### config.mk
export PLATFORM = sky130hd
export DESIGN_NAME = phy_ind_bridge
export DESIGN_NICKNAME = d
export VERILOG_FILES = /design/src/rtl/phyb_pkg.sv /design/src/rtl/phyb_decode.sv /design/src/rtl/phyb_engine.sv /design/src/rtl/phy_ind_bridge.sv
export SDC_FILE = /design/constraint.sdc
export NUM_CORES = 1
export LEC_CHECK = 0
export CAP_MARGIN = 0
export CORE_MARGIN = 1.5
export CORE_UTILIZATION = 34
export DETAILED_ROUTE_END_ITERATION = 7
export PLACE_DENSITY_LB_ADDON = 0.05
export SYNTH_ARGS = -nofsm -noshare
export SYNTH_HDL_FRONTEND = slang
export SYNTH_SLANG_ARGS = --single-unit
### constraint.sdc
create_clock -name clk -period 1.9 [get_ports clk]
set_clock_uncertainty 0.15 [all_clocks]
set_input_delay 0.285 -clock clk [delete_from_list [all_inputs] [get_ports clk]]
set_output_delay 0.285 -clock clk [all_outputs]
set_load 0.1 [all_outputs]
### src/rtl/phyb_pkg.sv
package phyb_pkg;
   typedef enum logic [1:0] {
      SEL_NONE = 2'd0,
      SEL_CMD  = 2'd1,
      SEL_DAT  = 2'd2
   } reg_sel_e;
endpackage

### src/rtl/phyb_decode.sv
module phyb_decode
   import phyb_pkg::*;
#(
   parameter int                BUS_AW  = 12,
   parameter logic [BUS_AW-1:0] CMD_OFS = 'h300,
   parameter logic [BUS_AW-1:0] DAT_OFS = 'h304
) (
   input  logic [BUS_AW-1:0] addr,
   output reg_sel_e          sel
);
   if (CMD_OFS == DAT_OFS) begin : g_bad_map
      $error("phyb_decode: command and data offsets collide");
   end

   always_comb begin
      if (addr == CMD_OFS)      sel = SEL_CMD;
      else if (addr == DAT_OFS) sel = SEL_DAT;
      else                      sel = SEL_NONE;
   end
endmodule

### src/rtl/phyb_engine.sv
module phyb_engine #(
   parameter int PHY_AW = 8,
   parameter int PHY_DW = 8
) (
   input  logic              clk,
   input  logic              rst_n,
   input  logic              cmd_wr,
   input  logic [PHY_AW-1:0] cmd_addr,
   input  logic              cmd_we,
   input  logic              dat_wr,
   input  logic [PHY_DW-1:0] dat_wbyte,
   output logic              busy,
   output logic [PHY_AW-1:0] last_addr,
   output logic              last_we,
   output logic [PHY_DW-1:0] dat_q,
   output logic              phy_req,
   output logic              phy_we,
   output logic [PHY_AW-1:0] phy_addr,
   output logic [PHY_DW-1:0] phy_wdata,
   input  logic              phy_ack,
   input  logic [PHY_DW-1:0] phy_rdata
);
   logic              busy_q, we_q;
   logic [PHY_AW-1:0] addr_q;
   logic [PHY_DW-1:0] wbyte_q, dat_r;
   logic              launch, done;

   assign launch = cmd_wr & ~busy_q;
   assign done   = busy_q & phy_ack;

   always_ff @(posedge clk or negedge rst_n) begin
      if (!rst_n) begin
         busy_q  <= 1'b0;
         we_q    <= 1'b0;
         addr_q  <= '0;
         wbyte_q <= '0;
      end else if (launch) begin
         busy_q  <= 1'b1;
         we_q    <= cmd_we;
         addr_q  <= cmd_addr;
         wbyte_q <= dat_r;
      end else if (done) begin
         busy_q  <= 1'b0;
      end
   end

   always_ff @(posedge clk or negedge rst_n) begin
      if (!rst_n)              dat_r <= '0;
      else if (done && !we_q)  dat_r <= phy_rdata;
      else if (dat_wr)         dat_r <= dat_wbyte;
   end

   assign busy      = busy_q;
   assign last_addr = addr_q;
   assign last_we   = we_q;
   assign dat_q     = dat_r;
   assign phy_req   = busy_q;
   assign phy_we    = we_q;
   assign phy_addr  = addr_q;
   assign phy_wdata = wbyte_q;

   assert_launch_sets_busy_R5: assert property (@(posedge clk) disable iff (!rst_n)
      (cmd_wr && !busy) |=> (busy && phy_req));
   assert_port_hold_R3: assert property (@(posedge clk) disable iff (!rst_n)
      (phy_req && !phy_ack) |=> (phy_req && $stable(phy_addr) && $stable(phy_we) && $stable(phy_wdata)));
   assert_busy_write_ignored_R6: assert property (@(posedge clk) disable iff (!rst_n)
      (busy && cmd_wr && !phy_ack) |=> ($stable(last_addr) && $stable(last_we)));
   assert_ack_clears_R4: assert property (@(posedge clk) disable iff (!rst_n)
      (busy && phy_ack) |=> !busy);
   assert_stray_ack_R10: assert property (@(posedge clk) disable iff (!rst_n)
      (!busy && phy_ack && !dat_wr && !cmd_wr) |=> ($stable(dat_q) && !busy));
   assert_write_ack_keeps_data_R11: assert property (@(posedge clk) disable iff (!rst_n)
      (busy && phy_we && phy_ack && !dat_wr) |=> $stable(dat_q));
endmodule

### src/rtl/phy_ind_bridge.sv
module phy_ind_bridge
   import phyb_pkg::*;
#(
   parameter int                BUS_AW  = 12,
   parameter int                BUS_DW  = 32,
   parameter int                PHY_AW  = 8,
   parameter int                PHY_DW  = 8,
   parameter logic [BUS_AW-1:0] CMD_OFS = 'h300,
   parameter logic [BUS_AW-1:0] DAT_OFS = 'h304,
   parameter bit                RD_REG  = 1'b0
) (
   input  logic              clk,
   input  logic              rst_n,
   input  logic              bus_wr,
   input  logic              bus_rd,
   input  logic [BUS_AW-1:0] bus_addr,
   input  logic [BUS_DW-1:0] bus_wdata,
   output logic [BUS_DW-1:0] bus_rdata,
   output logic              bus_hit,
   output logic              phy_req,
   output logic              phy_we,
   output logic [PHY_AW-1:0] phy_addr,
   output logic [PHY_DW-1:0] phy_wdata,
   input  logic              phy_ack,
   input  logic [PHY_DW-1:0] phy_rdata
);
   localparam int WE_BIT   = PHY_AW;
   localparam int BUSY_BIT = PHY_AW + 1;

   if (BUSY_BIT >= BUS_DW) begin : g_bad_cmd
      $error("phy_ind_bridge: command fields exceed the bus word");
   end
   if (PHY_DW > BUS_DW) begin : g_bad_dat
      $error("phy_ind_bridge: PHY data wider than the bus word");
   end

   reg_sel_e          sel;
   logic              busy, last_we;
   logic [PHY_AW-1:0] last_addr;
   logic [PHY_DW-1:0] dat_q;
   logic [BUS_DW-1:0] cmd_word, dat_word, rd_mux;

   phyb_decode #(.BUS_AW(BUS_AW), .CMD_OFS(CMD_OFS), .DAT_OFS(DAT_OFS)) i_dec (
      .addr (bus_addr),
      .sel  (sel)
   );

   phyb_engine #(.PHY_AW(PHY_AW), .PHY_DW(PHY_DW)) i_eng (
      .clk       (clk),
      .rst_n     (rst_n),
      .cmd_wr    (bus_wr && sel == SEL_CMD),
      .cmd_addr  (bus_wdata[PHY_AW-1:0]),
      .cmd_we    (bus_wdata[WE_BIT]),
      .dat_wr    (bus_wr && sel == SEL_DAT),
      .dat_wbyte (bus_wdata[PHY_DW-1:0]),
      .busy      (busy),
      .last_addr (last_addr),
      .last_we   (last_we),
      .dat_q     (dat_q),
      .phy_req   (phy_req),
      .phy_we    (phy_we),
      .phy_addr  (phy_addr),
      .phy_wdata (phy_wdata),
      .phy_ack   (phy_ack),
      .phy_rdata (phy_rdata)
   );

   always_comb begin
      cmd_word                = '0;
      cmd_word[PHY_AW-1:0]    = last_addr;
      cmd_word[WE_BIT]        = last_we;
      cmd_word[BUSY_BIT]      = busy;
      dat_word                = '0;
      dat_word[PHY_DW-1:0]    = dat_q;
      case (sel)
         SEL_CMD: rd_mux = cmd_word;
         SEL_DAT: rd_mux = dat_word;
         default: rd_mux = '0;
      endcase
   end

   assign bus_hit = (sel != SEL_NONE);

   if (RD_REG) begin : g_rd_flop
      always_ff @(posedge clk or negedge rst_n) begin
         if (!rst_n)      bus_rdata <= '0;
         else if (bus_rd) bus_rdata <= rd_mux;
      end
   end else begin : g_rd_comb
      assign bus_rdata = bus_rd ? rd_mux : '0;
   end
endmodule

==> results of run 1 <==
==> flip-flops by register name, indices dropped and copies added (netlist names) <==
| signal | flops |
|---|---|
| i_eng.dat_q | 8 |
| i_eng.last_addr | 8 |
| i_eng.phy_wdata | 8 |
| i_eng.busy | 1 |
| i_eng.last_we | 1 |
==> placed cells by master (no fill, tap or decap), types with 6 or more instances in the layout <==
master / n
mux2i_4: 6
conb_1: 22
nor2_4: 6
buf_4: 10
dfrtp_1: 18
dfrtp_2: 6
buf_12: 33
mux2_4: 17
mux2_2: 16
clkdlybuf4s50_1: 21
==> what timing repair did <==
action                                  in CTS  in global routing
hold buffers                                 0                  0
resized for setup                           48                  4
pin swaps                                    7                  5
buffers inserted                             2                  0
endpoints found under the setup margin      36                  9
cloned                                       1                  0
==> critical path, delay by kind of cell <==
kind | cells | cell delay (ns)
buffers and inverters | 2 | 0.31
and+or+nand+nor | 4 | 0.85
==> routing by layer <==
metal	vias up	track usage [%]	wire [um]
met4	0	2.50	38
li1	508	-	-
met5	-	0	0
met2	43	32.9	2030
met3	4	4.22	229
met1	520	20.6	1500
==> cell usage after synthesis <==
| cell | n | share of area [%] |
|---|---|---|
| nand3b_1 | 1 | 0.51 |
| nor3_1 | 2 | 0.68 |
| inv_1 | 2 | 0.51 |
| conb_1 | 1 | 0.26 |
| mux2_4 | 9 | 9.2 |
| nand3_4 | 1 | 1.2 |
| a31o_2 | 1 | 0.60 |
| nor2_1 | 9 | 2.3 |
| nor4bb_1 | 1 | 0.68 |
| buf_4 | 23 | 12 |
| o21ai_0 | 1 | 0.34 |
| buf_6 | 2 | 1.5 |
| dfrtp_1 | 26 | 44 |
| and3_1 | 1 | 0.43 |
| nor4_1 | 1 | 0.43 |
| mux2_2 | 24 | 18 |
| clkbuf_1 | 1 | 0.26 |
| nor3b_1 | 1 | 0.51 |
| mux2i_1 | 8 | 5.5 |
| nand2_1 | 1 | 0.26 |
==> path summary, 6_finish.rpt <==
kind,slack [ns],depth (start not counted),endpoint
setup reg to reg,0.12,4,i_eng.dat_q[6]
hold reg to reg,0.42,1,i_eng.phy_wdata[6]
setup / recovery,0.01,6,bus_rdata[8]
min in group clk,0.42,1,i_eng.phy_wdata[6]
hold / removal,0.22,2,i_eng.last_addr[7]
max in group asynchronous,1.09,2,i_eng.last_we
==> kinds of logic after synthesis <==
group                  count (synthesis)  synth area share [%]
buffers and inverters                 28                  14.1
flip-flops                            26                  44.5
AND/OR/NAND/NOR                       18                  7.02
multiplexers                          41                  33.2
other                                  1                 0.256
AO/OA/AOI/OAI                          2                 0.941
==> final cells by class <==
type,count,share of cell area (%)
Timing Repair Buffer,77,38.8
Clock buffer,4,1.97
Tap cell,50,2.24
Inverter,2,0.269
Sequential cell,26,23.8
Multi-Input combinational cell,83,32.8
==> stage by stage <==
stage / hold WS [ns] / utilization, % / worst slack, ns
3_5_place_dp: 0.381 / 63.8 / -0.428
3_3_place_gp: 0.367 / 63.8 / -0.398
2_1_floorplan: -0.161 / - / -0.459
6_report: 0.223 / 68.8 / 0.0107
4_1_cts: 0.233 / 68.2 / -0.00637
5_1_grt: 0.259 / 68.8 / -0.0668
==> power by group <==
group          internal [mW]  leakage (nW)  switching, mW  total [mW]
sequential             0.571         0.342         0.0232       0.594
combinational          0.126         0.869          0.257       0.382
clock                  0.185        0.0288          0.179       0.364
total                  0.882          1.24          0.459        1.34
==> flow_summary.ini, run 1 <==
[run_status]
status = finished, final reports clean

[yosys]
netlist_area_sq_um = 1460
synth-seq-area-share_pct = 44.5
synthCells = 116
yosysWarnings = 0
avgSynthCellArea_sq_um = 12.6
synthDistinctLibCells = 20
ys_ff_latch = 26

[cells_and_area]
final_area_sq_um = 2790
multiInputGateArea_sq_um = 917
seq_area_sq_um = 666
nFillCells = 285
drive_gt1_share_pct = 62.5
diodes = 0
final_cells = 242
nets = 250
areaGrowthSynthToFinish_pct = 90.9

[timing]
tns_ns = 0
rsz0062_at_grt = true
period_minus_slack_ns = 1.89
max_freq_ghz = 0.529
finalSetupViolations = 0
fin_crit_sh_pct = 99.4
hold_viol_final = 0
drv_slew = 0

[floorplanning]
die_area_sq_um = 4700
die_w_um = 68.6
core.rowCount = 23
io-pin-count = 108
die_h_um = 68.6
start_util_pct = 36.0
coreArea_sq_um = 4060

[detailed_routing]
ant_nets = 0
wire_per_inst_um = 15.7
num_vias = 1075
firstDrtPassIters = 3
drt_iter0_drc = 29
routed_wirelength_mm = 3.80
drc = 0
vias_per_cell = 4.44

[critical_path]
reg2reg_from = i_eng.last_we
crit_fanout = 7
path_cells = buf_6 -> nor4bb_4 -> and3_4 -> nand2_8 -> nor3b_4 -> buf_12
start_kind = input pin
crit_slowest_cell = nor4bb_4
crit_type = input pin to primary output
crit_arrival_ns = 1.45
crit_path_end_kind = primary output
startpoint = bus_addr[10]
max_stage_delay_ns = 0.27
critical_path_required_ns = 1.46

[global_route]
grt_pass1_wl_mm = 6.13
grt_pass1_vias = 1213
grt_overflow_total = 0
antenna_found_initial = 0
grt_max_degree = 27
track_usage_pct = 17.6

[power_and_ir_drop]
powerDensity_nw_per_um2 = 480
peakVddDrop_uv = 418
total_power_mw = 1.34
leakagePower_nw = 1.24

[cts]
cts_sinks = 26
h-tree-depth = 1
cts.clk_slew.worst_paths_ns = 0.09
cts_tree = yes
root_buffer = clkbuf_8
clock_tree.buffer_depth = 2
cts_buffers = 3
clk_latency_ns = 0.27

[flow_run]
cap_violations = 0

[place]
port_buffers = 62
dp.cells = 235
dpl-instance-area_sq_um = 2590
routabilityCongestion = 0.668
hpwl_mm = 2.78

[min_path]
hold_class = input pin to async pin
No activity file was read; power rests on OpenSTA's default activity.
==> run 2, diff against run 1 <==
- CTS_BUF_LIST: not set -> sky130_fd_sc_hd__clkbuf_16
- SKIP_CTS_REPAIR_TIMING: not set -> 1
==> flow_summary.ini, run 2 (synthesized netlist as in run 1, its figures left out) <==
[cts]
clock_tree.buffer_depth = 2
root_buffer = clkbuf_16
cts_sinks = 26
cts.clk_slew.worst_paths_ns = 0.07
cts_tree = yes
clk_latency_ns = 0.26
h-tree-depth = 1
cts_buffers = 3

[power_and_ir_drop]
leakagePower_nw = 1.29
powerDensity_nw_per_um2 = 517
peakVddDrop_uv = 452

[detailed_routing]
ant_nets = 0
wire_per_inst_um = 16.0
routed_wirelength_mm = 3.83
num_vias = 1072
firstDrtPassIters = 3
vias_per_cell = 4.47
drt_iter0_drc = 18
drc = 0

[floorplanning]
die_h_um = 68.6
die_area_sq_um = 4700
die_w_um = 68.6
core.rowCount = 23
io-pin-count = 108
start_util_pct = 36.0
coreArea_sq_um = 4060

[critical_path]
crit_type = input pin to primary output
critical_path_required_ns = 1.46
start_kind = input pin
crit_path_end_kind = primary output
crit_fanout = 7
crit_arrival_ns = 1.48

[global_route]
grt_overflow_total = 0
grt_max_degree = 27
track_usage_pct = 16.8
grt_pass1_vias = 1172
grt_pass1_wl_mm = 5.84
antenna_found_initial = 0

[cells_and_area]
nets = 248
layout_commonest_cell = buf_12
final_cell_mix = buf_12, conb_1, clkdlybuf4s50_1, dfrtp_1, mux2_4
final_cells = 240
drive_gt1_share_pct = 60.0
nFillCells = 286
diodes = 0
areaGrowthSynthToFinish_pct = 91.1

[flow_run]
cap_violations = 0

[timing]
tns_ns = -0.0114
finalSetupViolations = 1
drv_slew = 0
max_freq_ghz = 0.523
rsz0062_at_grt = true
fin_crit_sh_pct = 101
hold_viol_final = 0
setup_ws_ns = -0.0114
period_minus_slack_ns = 1.91

[place]
routabilityCongestion = 0.668
hpwl_mm = 2.78
port_buffers = 62
dp.cells = 235

[run_status]
status = complete, but fails checks
violations = negative setup slack

[min_path]
hold_class = input pin to async pin
==> run 2: where the power goes <==
group / switching, mW / total (mW) / internal, mW / leakage (nW)
registers: 0.0223 / 0.593 / 0.571 / 0.342
logic: 0.255 / 0.375 / 0.120 / 0.909
clock network: 0.194 / 0.476 / 0.282 / 0.0385
==> run 2: layout make-up <==
cell class	instances	area, sq um	area share, %
sequential	26	666	23.8
clock buffer	3	75.1	2.69
clock inverter	1	3.75	0.134
timing repair buffer	75	1080	38.7
tap	50	62.6	2.24
multi-input combinational	83	900	32.2
inverter	2	7.51	0.269
==> run 2: layer usage <==
layer / up-vias / track usage [%] / wire length (um)
li1: 505 / - / -
met1: 522 / 19.5 / 1500
met2: 41 / 31.3 / 2080
met3: 4 / 4.06 / 228
met4: 0 / 3.00 / 25
met5: - / 0 / 0
==> run 2: final timing paths <==
path	from	endpoint	slack (ns)	cells after the start
worst max register to register	i_eng.last_we	i_eng.dat_q[6]	0.13	4
min in group clk	i_eng.dat_q[6]	i_eng.phy_wdata[6]	0.40	1
worst min-delay path	rst_n	i_eng.last_addr[7]	0.24	2
worst max-delay path	bus_addr[10]	bus_rdata[8]	-0.01	6
max in group asynchronous	rst_n	i_eng.last_we	1.07	2
worst min register to register	i_eng.dat_q[6]	i_eng.phy_wdata[6]	0.40	1
==> run 2: critical path, cell delays in order <==
cell and delay (ns):
buf_6 0.10, nor4bb_4 0.27, and3_4 0.26, nand2_8 0.09, nor3b_4 0.26, buf_12 0.21
==> run 2: per-stage QoR <==
step	utilization [%]	hold slack, ns	total power, mW	setup WS, ns	area, sq um
after floorplan	-	-0.161	0.880	-0.459	1690
after global placement	63.8	0.367	0.947	-0.398	2590
after detailed placement	63.8	0.381	0.952	-0.428	2590
after CTS	65.8	0.254	1.44	-0.430	2670
after global routing	68.9	0.287	1.50	-0.0948	2800
final	68.9	0.240	1.44	-0.0114	2800
==> run 3, diff against run 2 <==
- CORE_UTILIZATION: 34 -> 45
- CTS_BUF_LIST: sky130_fd_sc_hd__clkbuf_16 -> sky130_fd_sc_hd__clkbuf_8
- DONT_BUFFER_PORTS: not set -> 1
- clock period: 1.9 -> 2.2 ns (I/O delays scaled with it)
==> flow_summary.ini, run 3 (synthesized netlist as in run 1, its figures left out) <==
[critical_path]
critical_path_required_ns = 1.72
r2r_end = i_eng.dat_q[5]
r2r_slack_ns = 0.44
crit_path_end_kind = primary output
crit_slowest_cell = and3_1
reg2reg_depth = 4
max_stage_delay_ns = 0.39
crit_fanout = 10
crit_arrival_ns = 1.55
path_cells = nor4_1 -> and3_1 -> nand2_8 -> nor3b_4 -> buf_12
reg2reg_from = i_eng.busy
crit_type = input pin to primary output
start_kind = input pin

[global_route]
grt_overflow_total = 0
busiest_layer = met2
met1_usage_pct = 19.6
grt_util_met2_pct = 27.5
grtUsageMet3_pct = 5.63
track_usage_pct = 16.2
antenna_found_initial = 0
grt_pass1_wl_mm = 4.23
grt_pass1_vias = 851
grt_max_degree = 27

[power_and_ir_drop]
p_comb_share_pct = 22.4
total_power_mw = 0.990
seq_power_share_pct = 51.2
peakVddDrop_uv = 356
powerDensity_nw_per_um2 = 540
clkPwrFrac_pct = 26.4
p_int_mw = 0.650
leakagePower_nw = 0.916
power.switching_mw = 0.340
netSwitchingFraction_pct = 34.3

[timing]
rsz0062_at_grt = false
finalSetupViolations = 0
worst_slew_pin_slew_ns = 0.906
period_minus_slack_ns = 2.03
max_freq_ghz = 0.493
drv_slew = 0
hold_viol_final = 0
fin_crit_sh_pct = 92.3
tns_ns = 0
relSlewSlack_pct = 39.6

[cells_and_area]
final_cells = 184
fin_util_pct = 59.6
final_cell_mix = mux2_2, dfrtp_1, conb_1, buf_4, buf_12
nets = 198
diodes = 0
drive_gt1_share_pct = 52.9
nFillCells = 255
areaGrowthSynthToFinish_pct = 25.4

[cts]
cts_sinks = 26
h-tree-depth = 1
root_buffer = clkbuf_8
clock_tree.buffer_depth = 2
cts_tree = yes
cts.clk_slew.worst_paths_ns = 0.09
cts_buffers = 3
clk_latency_ns = 0.26

[place]
dp.cells = 177
hpwl_mm = 2.16
port_buffers = 0
routabilityCongestion = 0.726

[detailed_routing]
drc = 0
drt_iter0_drc = 32
ant_nets = 0
routed_wirelength_mm = 2.87
num_vias = 851
firstDrtPassIters = 2
vias_per_cell = 4.63
wire_per_inst_um = 15.6

[floorplanning]
die_h_um = 60.0
die_area_sq_um = 3600
coreArea_sq_um = 3080
die_w_um = 60.0
core.rowCount = 20
start_util_pct = 47.5
io-pin-count = 108

[min_path]
min_to = i_eng.last_we
hold_class = input pin to register
hold_start = bus_wdata[8]
min_path_cells = 1

[flow_run]
cap_violations = 0

[run_status]
status = finished, final reports clean
==> run 3: worst max path at each step <==
stage          slack (ns)      endpoint          from
2_1_floorplan       -0.21  bus_rdata[8]  bus_addr[11]
3_3_place_gp         0.18  bus_rdata[8]   bus_addr[5]
3_5_place_dp         0.15  bus_rdata[8]   bus_addr[5]
4_1_cts              0.15  bus_rdata[8]   bus_addr[5]
5_1_grt              0.03  bus_rdata[8]  bus_addr[11]
6_report             0.17  bus_rdata[8]   bus_addr[5]
==> run 3: final cells by class <==
class,instances,area (sq um),share of cell area (%)
clock buffers,3,41.3,2.25
clock inverters,1,3.75,0.205
inverters,2,7.51,0.409
multi-input cells,83,743,40.5
flip-flops and latches,26,653,35.6
well taps,44,55.1,3.00
repair buffers,25,330,18.0
==> run 3: power by group through the flow <==
stage	logic, mW	clock network (mW)	registers, mW
finish	0.222	0.261	0.507
CTS	0.205	0.278	0.507
global placement	0.204	0	0.515
global route	0.231	0.290	0.509
floorplan	0.231	0	0.518
detailed placement	0.205	0	0.517
==> run 3: per-layer routing <==
layer | routed length [um] | vias up
met4 | 16 | 0
met3 | 199 | 2
met5 | 0 | -
li1 | - | 404
met1 | 1160 | 408
met2 | 1500 | 37
==> run 3: metrics by stage <==
step | hold WS [ns] | cell area, sq um | setup WS [ns]
2_1_floorplan | -0.116 | 1610 | -0.210
3_3_place_gp | -0.115 | 1750 | 0.184
3_5_place_dp | -0.115 | 1750 | 0.152
4_1_cts | -0.410 | 1790 | 0.152
5_1_grt | 0.0450 | 1830 | 0.0315
6_report | 0.0554 | 1830 | 0.170
==> run 3: critical path, delay by kind of cell <==
family                 cells  cell delay (ns)
and+or+nand+nor            4             1.01
buffers and inverters      1             0.20
